**config.mk**
```make
export PLATFORM = sky130hd
export DESIGN_NAME = rx_burst_fifo
export DESIGN_NICKNAME = d
export VERILOG_FILES = /design/src/rtl/rxb_pkg.sv /design/src/rtl/rxb_fifo.sv /design/src/rtl/rxb_idle_timer.sv /design/src/rtl/rxb_req_gen.sv /design/src/rtl/rx_burst_fifo.sv
export SDC_FILE = /design/constraint.sdc
export NUM_CORES = 1
export LEC_CHECK = 0
export BUFFER_PORTS_ARGS = -buffer_cell sky130_fd_sc_hd__clkbuf_2
export CORE_MARGIN = 4
export CORE_UTILIZATION = 54
export CTS_CLUSTER_SIZE = 12
export DETAILED_ROUTE_END_ITERATION = 10
export GPL_ROUTABILITY_DRIVEN = 0
export PLACE_DENSITY = 0.75
export SKIP_LAST_GASP = 1
export SLEW_MARGIN = 20
export SYNTH_ARGS = -nofsm -noshare
export SYNTH_HDL_FRONTEND = slang
export SYNTH_HIERARCHICAL = 1
export SYNTH_SLANG_ARGS = --single-unit
```
**constraint.sdc**
```tcl
create_clock -name clk -period 2.2 [get_ports clk]
set_input_delay 0.22 -clock clk [delete_from_list [all_inputs] [get_ports clk]]
set_output_delay 0.22 -clock clk [all_outputs]
set_load 0.03 [all_outputs]
```
**src/rtl/rxb_pkg.sv**
```systemverilog
package rxb_pkg;
   localparam int unsigned RXB_DATA_W    = 8;
   localparam int unsigned RXB_DEPTH     = 16;
   localparam int unsigned RXB_IDLE_BITS = 32;

   // bits needed to index or count n distinct values (at least one)
   function automatic int unsigned rxb_width(input int unsigned n);
      return (n < 2) ? 1 : $clog2(n);
   endfunction
endpackage

```
**src/rtl/rxb_fifo.sv**
```systemverilog
module rxb_fifo #(
   parameter int unsigned DATA_W = 8,
   parameter int unsigned DEPTH  = 16,
   parameter int unsigned CNT_W  = 5
) (
   input  logic              clk,
   input  logic              rst_n,
   input  logic              wr_req,
   input  logic [DATA_W-1:0] wr_data,
   input  logic              rd_req,
   output logic [DATA_W-1:0] rd_data,
   output logic [CNT_W-1:0]  fill,
   output logic              empty,
   output logic              wr_done,
   output logic              rd_done,
   output logic              overrun
);
   localparam int unsigned    PTR_W    = rxb_pkg::rxb_width(DEPTH);
   localparam bit             POW2     = ((DEPTH & (DEPTH - 1)) == 0);
   localparam logic [CNT_W-1:0] FULL_LVL = CNT_W'(DEPTH);

   logic [DATA_W-1:0] slot_q [DEPTH];
   logic [PTR_W-1:0]  wr_ptr_q, rd_ptr_q, wr_ptr_inc, rd_ptr_inc;
   logic [CNT_W-1:0]  fill_q;
   logic              overrun_q;
   logic              full;

   assign full    = (fill_q == FULL_LVL);
   assign empty   = (fill_q == '0);
   assign rd_done = rd_req & ~empty;
   assign wr_done = wr_req & (~full | rd_done);

   // pointer advance: natural wrap for power-of-two depths, compare otherwise
   generate
      if (POW2) begin : g_wrap_pow2
         assign wr_ptr_inc = wr_ptr_q + 1'b1;
         assign rd_ptr_inc = rd_ptr_q + 1'b1;
      end else begin : g_wrap_cmp
         assign wr_ptr_inc = (wr_ptr_q == PTR_W'(DEPTH - 1)) ? '0 : wr_ptr_q + 1'b1;
         assign rd_ptr_inc = (rd_ptr_q == PTR_W'(DEPTH - 1)) ? '0 : rd_ptr_q + 1'b1;
      end
   endgenerate

   always_ff @(posedge clk) begin
      if (wr_done) begin
         slot_q[wr_ptr_q] <= wr_data;
      end
   end

   always_ff @(posedge clk or negedge rst_n) begin
      if (!rst_n) begin
         wr_ptr_q  <= '0;
         rd_ptr_q  <= '0;
         fill_q    <= '0;
         overrun_q <= 1'b0;
      end else begin
         if (wr_done) wr_ptr_q <= wr_ptr_inc;
         if (rd_done) rd_ptr_q <= rd_ptr_inc;
         case ({wr_done, rd_done})
            2'b10:   fill_q <= fill_q + 1'b1;
            2'b01:   fill_q <= fill_q - 1'b1;
            default: fill_q <= fill_q;
         endcase
         if (wr_req && !wr_done) overrun_q <= 1'b1;
      end
   end

   assign rd_data = empty ? '0 : slot_q[rd_ptr_q];
   assign fill    = fill_q;
   assign overrun = overrun_q;

   AST_FILL_BOUND: assert property (@(posedge clk) disable iff (!rst_n)
      fill_q <= FULL_LVL);

   AST_FULL_DROP: assert property (@(posedge clk) disable iff (!rst_n)
      (wr_req && full && !rd_req) |=> (fill_q == FULL_LVL && overrun_q));

   AST_EMPTY_READ: assert property (@(posedge clk) disable iff (!rst_n)
      (rd_req && empty && !wr_req) |=> (fill_q == '0));
endmodule

```
**src/rtl/rxb_idle_timer.sv**
```systemverilog
module rxb_idle_timer #(
   parameter int unsigned IDLE_BITS = 32,
   parameter int unsigned TW        = 6
) (
   input  logic clk,
   input  logic rst_n,
   input  logic bit_tick,
   input  logic restart,
   input  logic empty,
   input  logic tmo_clr,
   output logic pending
);
   localparam logic [TW-1:0] IDLE_LIMIT = TW'(IDLE_BITS);
   localparam logic [TW-1:0] IDLE_LAST  = TW'(IDLE_BITS - 1);

   logic [TW-1:0] cnt_q;
   logic          pending_q;
   logic          fire;

   assign fire = bit_tick & ~empty & ~restart & (cnt_q == IDLE_LAST);

   always_ff @(posedge clk or negedge rst_n) begin
      if (!rst_n) begin
         cnt_q <= '0;
      end else if (empty || restart) begin
         cnt_q <= '0;
      end else if (bit_tick && cnt_q != IDLE_LIMIT) begin
         cnt_q <= cnt_q + 1'b1;
      end
   end

   always_ff @(posedge clk or negedge rst_n) begin
      if (!rst_n) begin
         pending_q <= 1'b0;
      end else if (tmo_clr || empty) begin
         pending_q <= 1'b0;
      end else if (fire) begin
         pending_q <= 1'b1;
      end
   end

   assign pending = pending_q;

   AST_IDLE_HELD: assert property (@(posedge clk) disable iff (!rst_n)
      empty |=> (cnt_q == '0));

   AST_TMO_AFTER_FULL_COUNT: assert property (@(posedge clk) disable iff (!rst_n)
      $rose(pending_q) |-> (cnt_q == IDLE_LIMIT));

   AST_TMO_CLEARED: assert property (@(posedge clk) disable iff (!rst_n)
      tmo_clr |=> !pending_q);
endmodule

```
**src/rtl/rxb_req_gen.sv**
```systemverilog
module rxb_req_gen #(
   parameter int unsigned CNT_W = 5
) (
   input  logic             clk,
   input  logic             rst_n,
   input  logic             dma_en,
   input  logic             dma_clr,
   input  logic [CNT_W-1:0] fill,
   input  logic [CNT_W-1:0] wmark,
   output logic             burst_req,
   output logic             single_req
);
   logic clr_q;

   always_ff @(posedge clk or negedge rst_n) begin
      if (!rst_n) clr_q <= 1'b0;
      else        clr_q <= dma_clr;
   end

   assign burst_req  = dma_en & ~clr_q & (fill >= wmark);
   assign single_req = dma_en & (fill != '0);

   AST_REQ_GATED: assert property (@(posedge clk) disable iff (!rst_n)
      !dma_en |-> (!burst_req && !single_req));

   AST_CLR_DROP: assert property (@(posedge clk) disable iff (!rst_n)
      dma_clr |=> !burst_req);
endmodule

```
**src/rtl/rx_burst_fifo.sv**
```systemverilog
module rx_burst_fifo #(
   parameter int unsigned DATA_W    = rxb_pkg::RXB_DATA_W,
   parameter int unsigned DEPTH     = rxb_pkg::RXB_DEPTH,
   parameter int unsigned IDLE_BITS = rxb_pkg::RXB_IDLE_BITS,
   localparam int unsigned CNT_W    = rxb_pkg::rxb_width(DEPTH + 1),
   localparam int unsigned TW       = rxb_pkg::rxb_width(IDLE_BITS + 1)
) (
   input  logic              clk,
   input  logic              rst_n,
   input  logic              in_valid,
   input  logic [DATA_W-1:0] in_data,
   input  logic              bit_tick,
   input  logic              rd_en,
   output logic [DATA_W-1:0] rd_data,
   output logic [CNT_W-1:0]  fill_lvl,
   output logic              overrun,
   input  logic              dma_en,
   input  logic [CNT_W-1:0]  wmark_lvl,
   input  logic              dma_clr,
   output logic              burst_req,
   output logic              single_req,
   input  logic              tmo_mask,
   input  logic              tmo_clr,
   output logic              tmo_pending,
   output logic              tmo_irq
);
   initial begin
      assert (DATA_W >= 1)    else $error("rx_burst_fifo: DATA_W must be at least 1");
      assert (DEPTH >= 2)     else $error("rx_burst_fifo: DEPTH must be at least 2");
      assert (IDLE_BITS >= 2) else $error("rx_burst_fifo: IDLE_BITS must be at least 2");
   end

   logic empty, wr_done, rd_done;

   rxb_fifo #(.DATA_W(DATA_W), .DEPTH(DEPTH), .CNT_W(CNT_W)) u_fifo (
      .clk     (clk),
      .rst_n   (rst_n),
      .wr_req  (in_valid),
      .wr_data (in_data),
      .rd_req  (rd_en),
      .rd_data (rd_data),
      .fill    (fill_lvl),
      .empty   (empty),
      .wr_done (wr_done),
      .rd_done (rd_done),
      .overrun (overrun)
   );

   rxb_req_gen #(.CNT_W(CNT_W)) u_req (
      .clk        (clk),
      .rst_n      (rst_n),
      .dma_en     (dma_en),
      .dma_clr    (dma_clr),
      .fill       (fill_lvl),
      .wmark      (wmark_lvl),
      .burst_req  (burst_req),
      .single_req (single_req)
   );

   rxb_idle_timer #(.IDLE_BITS(IDLE_BITS), .TW(TW)) u_idle (
      .clk      (clk),
      .rst_n    (rst_n),
      .bit_tick (bit_tick),
      .restart  (wr_done | rd_done),
      .empty    (empty),
      .tmo_clr  (tmo_clr),
      .pending  (tmo_pending)
   );

   assign tmo_irq = tmo_pending & ~tmo_mask;
endmodule

```
# == Word level (Yosys, flattened, before mapping) ==
# Memory sizes are Yosys's and may differ from the RTL's.
# Index checks and enable logic that the tools add are counted.
# word_totals
latchBits,0
in_bits,22
elab_cells,53
rom_bits,0
regBits,22
ramBits,128
out_inout_bits,18
memories,1
# classes
multipliers,0
eq_ne,5
shifts,0
addsub,5
div_mod_pow,0
magnitude_cmp,1
n_reduce_logical,10
muxes,8
n_bitwise,16
# memory_table
memory,depth,width,read_ports,rd_clocked_by_memory_dff,write_ports,line,rtl
u_fifo.slot_q,16,8,1,0,1,rxb_fifo.sv:22,logic [DATA_W-1:0] slot_q [DEPTH];
# ops
op,n
$mux W6,2
$pmux W5 S2,1
$and A1 B1 Y1,9
$add A4 B1 Y4 const B,2
$mux W8,1
$add A6 B1 Y6 const B,1
$eq A6 B5 Y1 const B,1
$ne A6 B6 Y1 const B,1
$reduce_bool A2 Y1,3
$add A5 B1 Y5 const B,1
$eq A5 B5 Y1 const B,1
$ge A5 B5 Y1,1
$logic_not A5 Y1,1
$not A1 Y1,5
$reduce_bool A5 Y1,1
$sub A5 B1 Y5 const B,1
$mux W1,4
$eq A2 B1 Y1 const B,1
$eq A2 B2 Y1 const B,1
$logic_and A1 B1 Y1,2
$logic_or A1 B1 Y1,2
$or A1 B1 Y1,2
$logic_not A1 Y1,1

# == Longest topological paths before layout ==
# Gate-level depths: netlist (run 1).
# logic_depth
ltp_word,11
ltp_mapped,9
ltp_nobuf,9

# == Cells and area by module ==
# The synthesis (run 1) kept the hierarchy.
# modules_own_cells
module,seq_area_each_um2,area_per_inst_um2,cells_each,instances
rxb_fifo,4194.0,5853.1,302,1
rxb_idle_timer,175.2,377.9,38,1
rxb_req_gen,25.0,170.2,21,1
rx_burst_fifo,0.0,12.5,2,1

# == Least setup slack after synthesis (run 1) ==
# OpenSTA, ideal clock, no wires.
# synth_path
path_type,register -> register
start,reg u_fifo.fill_q[4] (netlist: u_fifo/fill[4])
end,reg u_fifo.fill_q[4] (netlist: u_fifo/fill[4])
setup_time_ns,0.150
path_buffers,0
t_required_ns,2.050
arrival_ns,2.453
slack_ns,-0.403
path_stages_with_launch,9
period_less_slack_ns,2.603
cell_sequence,dfrtp_1 inv_1 a21oi_1 nand2_1 fa_1 nand2b_1 a2111o_1 o211ai_1 o211ai_1
# synth_via
elab_chain_cells,7
word_cells_on_any_way,13
classes_between,add/sub (2); eq/ne (3); mux (1); bitwise (5); reduce/logical (2)
# synth_lines
element,line,rtl
from (decl),rxb_fifo.sv:24,logic [CNT_W-1:0] fill_q;
from (signal assigned),rxb_fifo.sv:60,2'b10: fill_q <= fill_q + 1'b1;
from (signal assigned),rxb_fifo.sv:61,2'b01: fill_q <= fill_q - 1'b1;
from (signal assigned),rxb_fifo.sv:62,default: fill_q <= fill_q;
$logic_not A5 Y1 *,rxb_fifo.sv:29,assign empty = (fill_q == '0);
$not A1 Y1 *,rxb_fifo.sv:30,assign rd_done = rd_req & ~empty;
$and A1 B1 Y1 *,rxb_fifo.sv:30,
net rd_done,rx_burst_fifo.sv:33,"logic empty, wr_done, rd_done;"
$or A1 B1 Y1,rxb_fifo.sv:31,assign wr_done = wr_req & (~full | rd_done);
$and A1 B1 Y1,rxb_fifo.sv:31,
$eq A2 B1 Y1 or $eq A2 B2 Y1 (tied branches),rxb_fifo.sv:59,"case ({wr_done, rd_done})"
$pmux W5 S2 or $reduce_bool A2 Y1 (tied branches),--,
# The timed path passes the listed nets; every way through them passes the cells marked *.
# A chain may end at the register's enable or synchronous reset.

# == Worst setup path in the final report (run 1) ==
# layout_path
start,reg u_fifo.rd_ptr_q[1]
end,out rd_data[3]
# layout_via
elab_chain_cells,2
# layout_lines
element,line,rtl
from (decl),rxb_fifo.sv:23,"logic [PTR_W-1:0] wr_ptr_q, rd_ptr_q, wr_ptr_inc, rd_ptr_inc;"
from (signal assigned),rxb_fifo.sv:58,if (rd_done) rd_ptr_q <= rd_ptr_inc;
$mem_v2 Z16 W8,--,
$mux W8,rxb_fifo.sv:68,assign rd_data = empty ? '0 : slot_q[rd_ptr_q];
to (decl),rx_burst_fifo.sv:14,"output logic [DATA_W-1:0] rd_data,"
# No other way between the ends.

==> results of run 1 <==
-- repair_timing --
item / CTS / global route
resized for setup: 32 / 19
gates cloned: 1 / 1
endpoints found under the setup margin: 10 / 55
pin swaps: 4 / 17
endpoints found under the hold margin: 24 / 0
buffers inserted: 3 / 7
hold buffers: 3 / 0
-- power by group --
group | total, uW | leakage [uW] | internal, uW | switching, uW
clock | 3120 | 0.000307 | 1930 | 1190
sequential | 3800 | 0.00142 | 3480 | 316
combinational | 4590 | 0.00123 | 2290 | 2300
total | 11500 | 0.00296 | 7690 | 3810
-- metal layers --
layer  track usage  up-vias  share of wire
li1              -     1599              -
met3        0.0442       33          0.038
met1         0.286     1853           0.42
met5             0        -              0
met4        0.0803        0          0.026
met2         0.349      110           0.51
-- cell usage after synthesis, types with 2 or more instances --
| cell type | instances |
|---|---|
| a211oi_1 | 16 |
| a21boi_0 | 2 |
| a21o_1 | 2 |
| a21oi_1 | 3 |
| a31oi_1 | 4 |
| and2_1 | 5 |
| and3_1 | 4 |
| buf_2 | 5 |
| buf_4 | 3 |
| clkbuf_1 | 6 |
| dfrtp_1 | 22 |
| edfxtp_1 | 128 |
| ha_1 | 15 |
| inv_1 | 20 |
| mux2_2 | 3 |
| mux2i_1 | 12 |
| mux4_2 | 32 |
| nand2_1 | 10 |
| nand2b_1 | 2 |
| nand3_1 | 3 |
| nand4_2 | 2 |
| nor2_1 | 9 |
| nor2b_1 | 9 |
| nor3_1 | 4 |
| nor4_1 | 5 |
| o211ai_1 | 2 |
| o21ai_0 | 3 |
| xnor2_1 | 9 |
| xor2_1 | 2 |
-- per-stage QoR --
step / TNS [ps] / instances / setup slack (ps) / cell area, um2
floorplan: -235 / 363 / -72.3 / 6510
global placement: 0 / 555 / 79.1 / 7060
detailed placement: 0 / 555 / 18.4 / 7060
CTS: -1770 / 594 / -261 / 7940
global route: -2500 / 602 / -307 / 8100
finish: -1600 / 602 / -244 / 8100
-- registers in the layout, indices dropped and copies added (netlist names) --
name	flops
u_fifo/slot_q	128
u_fifo/rd_ptr_q	4
u_idle/cnt_q	6
u_idle/pending	1
u_req/clr_q	1
u_fifo/wr_ptr_q	4
u_fifo/fill	5
u_fifo/overrun	1
-- cell families after synthesis --
kind of cell / after synthesis / synth area share
flops: 150 / 0.685
simple gates: 63 / 0.0599
mux: 47 / 0.136
compound gates: 40 / 0.0474
buf+inv: 36 / 0.0238
fa+ha+maj: 16 / 0.0324
xor+xnor: 11 / 0.0150
-- worst reg2reg max path: stages (launching register included) --
cell and delay (ps):
dfrtp_2 440, nor4_4 380, a21oi_4 100, nand2_2 110, inv_4 60, ha_4 290, nand2b_4 60, a2111o_1 430
o31a_1 120, o211ai_1 160
-- final timing paths --
kind,from,to,slack [ps],cells after the start
max in group asynchronous,rst_n,u_fifo/fill[4]$_DFFE_PN0P_,1460,2
min in group asynchronous,rst_n,u_req/clr_q$_DFF_PN0_,330,2
setup / recovery,u_fifo/rd_ptr_q[1]$_DFFE_PN0N_,rd_data[3],-240,6
hold reg to reg,u_fifo/overrun$_DFFE_PN0P_,u_fifo/overrun$_DFFE_PN0P_,490,1
hold / removal,in_valid,u_fifo/fill[4]$_DFFE_PN0P_,150,3
setup reg to reg,u_fifo/fill[0]$_DFFE_PN0P_,u_fifo/fill[4]$_DFFE_PN0P_,-40,9
-- area by class of cell --
type | count | area, um2 | area share
clock buffer | 17 | 425 | 0.0525
clock inverter | 15 | 221 | 0.0273
inverter | 21 | 81.3 | 0.0100
multi-input combinational | 177 | 2080 | 0.257
sequential | 150 | 4400 | 0.544
tap | 143 | 179 | 0.0221
timing repair buffer | 79 | 709 | 0.0876
==> results by group, run 1 <==
Route
  – Detailed Routing Iterations Pass 1: 5
  – Routed vias: 3595
  – Wire per inst: 22.4 um
  – Antenna Nets Post-Route: 0
  – Initial drt markers: 252
  – Drc violations: 0
  – Post-Route WL: 13500 um
  – Via/cell ratio: 5.97

Floorplanning
  – Die area: 13700 um2
  – I/O pin count: 40
  – Die Y: 117 um
  – Core area: 11500 um2
  – Starting Density: 0.557
  – Die width: 117 um
  – Site Rows: 39

Timing
  – Fin Hold WS: 150 ps
  – Final clock skew: 10.3 ps
  – Setup WS post-layout: -244 ps
  – Slew Limit Headroom: 0.444
  – Max Clock Freq: 409 MHz
  – Fin. max-slew vios: 0
  – Post-route clock period utilization: 1.11
  – Fin. Hold Viols: 0
  – RSZ-0062 raised after global routing: yes
  – Final setup viols: 9
  – Slew at the pin closest to its max-slew limit: 833 ps
  – Final Critical Period: 2440 ps

CTS
  – CTS sink cnt: 150
  – Root buf cell: clkbuf_16
  – Worst skew pair latency: 430 ps
  – CTS buffer count: 17
  – CTS tree: yes
  – Clock transition at path regs: 60 ps
  – Clock Path Buffers: 2
  – H-tree depth: 4

Yosys
  – Sequential fraction of the synthesis area: 0.685
  – Cell count after synthesis: 363
  – Synth area leader: edfxtp_1
  – Post-synth top flop: edfxtp_1
  – Syn nets: 401
  – Avg Inst Size Synth: 17.7 um2
  – Async set-reset flop share out of synthesis: 0.147
  – Number of synthesized flops with an enable pin: 128
  – Post-Syn Area: 6410 um2
  – Number of distinct library cells after synthesis: 50
  – Synth area leaders: edfxtp_1 60%, mux4_2 11%, dfrtp_1 8.6%, ha_1 2.9%, mux2i_1 1.9%
  – Top-area cell type share of the netlist area: 0.599
  – Syn. warnings: 6
  – Synth Register Bits: 150

Critical path
  – Most used cell, CP: a211oi_2
  – Max FO, Critical Path: 6
  – WP buf/inv: 3
  – CP arrival: 2220 ps
  – Cell family with most CP delay: multiplexers
  – Crit path required time: 1980 ps
  – Startpoint Class: flip-flop
  – Slowest library cell on the worst path: mux4_2
  – Worst setup path class: reg2out
  – Crit-path max cell delay: 540 ps
  – Setup crit end kind: primary output
  – CP Cell Sequence: buf_12, clkbuf_16, mux4_2, a211oi_2, a211oi_2, clkbuf_8

Cells and area
  – # diodes: 0
  – Final core occ: 0.703
  – Nets@finish: 484
  – Filler Cell Count: 693
  – Most frequent cells in the layout: 128 x edfxtp_1, 32 x mux4_2, 30 x clkbuf_2
  – P&R area growth vs syn: 26.3%
  – Most common cell after layout, fill and taps aside: edfxtp_1
  – Share of layout cells above drive strength 1: 0.431

Power
  – P_leak: 0.00296 uW
  – Max IR drop VDD: 0.000800 V
  – PD cells: 1420 nW/um2
  – Design Power: 11500 uW

Flow run
  – Max cap viols: 0

Global route
  – Gr usage total: 0.213
  – Number of global-route vias before repair: 3634
  – Grt ovf: 0
  – Largest net degree at the start of global routing: 23
  – Initial antenna violation count: 0
  – Global-route wire length before repair: 20900 um

Place
  – DP HPWL: 8250 um
  – IO Port Bufs: 39

Run status
  – Status: finished, violations left
  – Failing checks: negative setup slack

Worst hold path
  – HP Class: in2reg
(Power assumes the default switching activity.)
==> inputs of run 2 (changes only) <==
--- a/config.mk
+++ b/config.mk
@@ -5,13 +5,15 @@
 export SDC_FILE = /design/constraint.sdc
 export NUM_CORES = 1
 export LEC_CHECK = 0
+export ABC_AREA = 1
 export BUFFER_PORTS_ARGS = -buffer_cell sky130_fd_sc_hd__clkbuf_2
 export CORE_MARGIN = 4
-export CORE_UTILIZATION = 54
+export CORE_UTILIZATION = 55
 export CTS_CLUSTER_SIZE = 12
 export DETAILED_ROUTE_END_ITERATION = 10
 export GPL_ROUTABILITY_DRIVEN = 0
-export PLACE_DENSITY = 0.75
+export PLACE_DENSITY = 0.76
+export SKIP_CTS_REPAIR_TIMING = 1
 export SKIP_LAST_GASP = 1
 export SLEW_MARGIN = 20
 export SYNTH_ARGS = -nofsm -noshare
==> results by group, run 2 <==
Yosys
  – Number of distinct library cells after synthesis: 28
  – Cell count after synthesis: 628
  – Mux contribution to synthesized area: 0
  – Number of synthesized flops with an enable pin: 128
  – Post-Syn Area: 6710 um2
  – Syn nets: 666
  – Area share of fa/ha/maj cells after synthesis: 0.0310
  – Post-synthesis compound-gate area fraction: 0.0151
  – Avg Inst Size Synth: 10.7 um2
  – Most numerous cell in the Yosys netlist: nand2_1
  – Synth Register Bits: 150
  – Largest family of logic cells by synthesized area: simple AND/OR/NAND/NOR gates
  – Simple-Gate Fraction of Synth Area: 0.233
  – Top-area cell type share of the netlist area: 0.573
  – Top post-synthesis cells by count: 205 x nand2_1, 128 x edfxtp_1, 110 x nand3_1, 35 x inv_1, 31 x nor2_1
  – Synth area leader: edfxtp_1
  – Post-synthesis xor/xnor area fraction: 0.0131
  – Sequential fraction of the synthesis area: 0.655
  – Synth area leaders: edfxtp_1 57%, nand2_1 11%, dfrtp_1 8.2%, nand3_1 8.2%, ha_1 2.8%
  – Post-synth top flop: edfxtp_1
  – Syn. warnings: 6
  – Async set-reset flop share out of synthesis: 0.147

Timing
  – TNS Setup: 0 ps
  – Fin. Hold Viols: 0
  – RSZ-0062 raised after global routing: yes
  – Final setup viols: 0
  – Max Clock Freq: 467 MHz
  – Slew Limit Headroom: 0.611
  – Slew at the pin closest to its max-slew limit: 584 ps
  – Post-route clock period utilization: 0.973
  – Fin. max-slew vios: 0
  – Final Critical Period: 2140 ps
  – Final clock skew: 6.04 ps

Route
  – Initial drt markers: 466
  – Detailed Routing Iterations Pass 1: 5
  – Drc violations: 0
  – Routed vias: 4787
  – Antenna Nets Post-Route: 0
  – Wire per inst: 17.1 um
  – Via/cell ratio: 5.60
  – Post-Route WL: 14600 um

Cells and area
  – # diodes: 0
  – Nets@finish: 734
  – Max FFs per register: 128
  – Most frequent cells in the layout: 205 x nand2_1, 128 x edfxtp_1, 109 x nand3_1
  – Most common cell after layout, fill and taps aside: nand2_1
  – P&R area growth vs syn: 17.1%
  – Final core occ: 0.656
  – Share of layout cells above drive strength 1: 0.179
  – Top reg by flops: u_fifo/slot_q

Critical path
  – CP Cell Sequence: clkinv_4, buf_12, nand2_1, nand3_1, nand3_1, nand2_1, nand2_1, a21oi_2, buf_6
  – Most used cell, CP: nand2_1
  – Startpoint Class: flip-flop
  – Slowest library cell on the worst path: dfrtp_2
  – Crit path required time: 1980 ps
  – Crit-path max cell delay: 450 ps
  – Setup crit end kind: primary output
  – Worst setup path class: reg2out
  – Cell family with most CP delay: flip-flops
  – WP buf/inv: 3
  – Max FO, Critical Path: 13
  – CP arrival: 1920 ps

Floorplanning
  – I/O pin count: 40
  – Site Rows: 40
  – Die area: 14000 um2
  – Core area: 12000 um2
  – Die width: 118 um
  – Die Y: 118 um
  – Starting Density: 0.561

Run status
  – Status: finished, final reports clean

Global route
  – Number of global-route vias before repair: 4592
  – Global-route wire length before repair: 23200 um
  – Initial antenna violation count: 0
  – Grt ovf: 0
  – Largest net degree at the start of global routing: 34
  – Gr usage total: 0.212

CTS
  – CTS buffer count: 17
  – Clock transition at path regs: 60 ps
  – Clock Path Buffers: 2
  – Worst skew pair latency: 400 ps
  – H-tree depth: 4
  – CTS sink cnt: 150
  – CTS tree: yes
  – Root buf cell: clkbuf_16

Place
  – IO Port Bufs: 39
  – DP HPWL: 9700 um

Power
  – Clock group share of total power: 0.233
  – Cell-internal power: 6490 uW
  – Combinational share of power: 0.420
  – Psw: 4190 uW
  – P_leak: 0.00324 uW
  – Flop pwr share: 0.346
  – Sw Share: 0.392
  – Max IR drop VDD: 0.000698 V
  – PD cells: 1360 nW/um2

Flow run
  – Max cap viols: 0

Worst hold path
  – HP Class: in2reg
[run 2: cell types whose count changed in the layout (fill, tap and decap cells not counted), sizes merged, moves of 8 or more]
cell,delta
a211oi,-16
a21oi,+9
inv,+15
mux2i,-12
mux4,-32
nand2,+197
nand3,+110
nor2,+25
nor2b,-10
xnor2,-8
[run 2: worst reg2reg max path: cells and delay by family, from the launching register on]
| family | cells | cell delay (ps) |
|---|---|---|
| buffers and inverters | 2 | 100 |
| and+or+nand+nor | 10 | 1000 |
| DFF | 1 | 440 |
| adders and majority gates | 1 | 400 |
[run 2: final cells by class]
type                            instances  area [um2]
Clock inverter                         13        83.8
Tap cell                              147         184
Timing Repair Buffer                   76         596
Inverter                               42         166
Sequential cell                       150        4400
Multi-Input combinational cell        409        1990
Fill cell                             863        4110
Clock buffer                           18         429
[run 2: cells by family (layout without fill, tap and decap cells)]
group | count (synthesis) | count (layout)
xor+xnor | 10 | 10
fa+ha+maj | 16 | 16
buf+inv | 69 | 149
simple gates | 364 | 364
flops | 150 | 150
compound gates | 19 | 19
[run 2: metrics by stage]
stage | cell area (um2) | power [uW] | setup WS, ps | std cells | hold slack [ps]
global route | 7850 | 11300 | -60.5 | 855 | 26.0
floorplan | 6710 | 6560 | 126 | 628 | -75.6
global placement | 7140 | 7510 | 268 | 820 | 242
detailed placement | 7140 | 7650 | 118 | 820 | 248
CTS | 7650 | 10200 | -124 | 851 | -187
finish | 7850 | 10700 | 58.8 | 855 | 39.2
[run 2: final timing paths]
path	slack, ps	start	cells past startpoint	end
setup reg to reg	160	u_fifo/fill[3]$_DFFE_PN0P_	13	u_fifo/fill[4]$_DFFE_PN0P_
max in group asynchronous	1430	rst_n	2	u_fifo/rd_ptr_q[0]$_DFFE_PN0N_
hold / removal	40	tmo_clr	3	u_idle/pending$_DFFE_PN0P_
setup / recovery	60	u_fifo/rd_ptr_q[0]$_DFFE_PN0N_	9	rd_data[4]
min in group asynchronous	350	rst_n	2	u_idle/cnt_q[4]$_DFFE_PN0P_
hold reg to reg	520	u_fifo/overrun$_DFFE_PN0P_	1	u_fifo/overrun$_DFFE_PN0P_
[run 2: routing by layer]
layer  global-route usage  share of wire
met5                    0              0
met4               0.0768          0.019
met3               0.0459          0.072
met2                0.350           0.50
met1                0.279           0.41
[run 2: power groups by stage]
stage               registers [uW]  logic (uW)  clock network, uW
detailed placement            3740        3910                  0
finish                        3700        4490               2490
CTS                           3680        3950               2520
floorplan                     3790        2770                  0
global placement              3720        3780                  0
global route                  3730        4910               2670
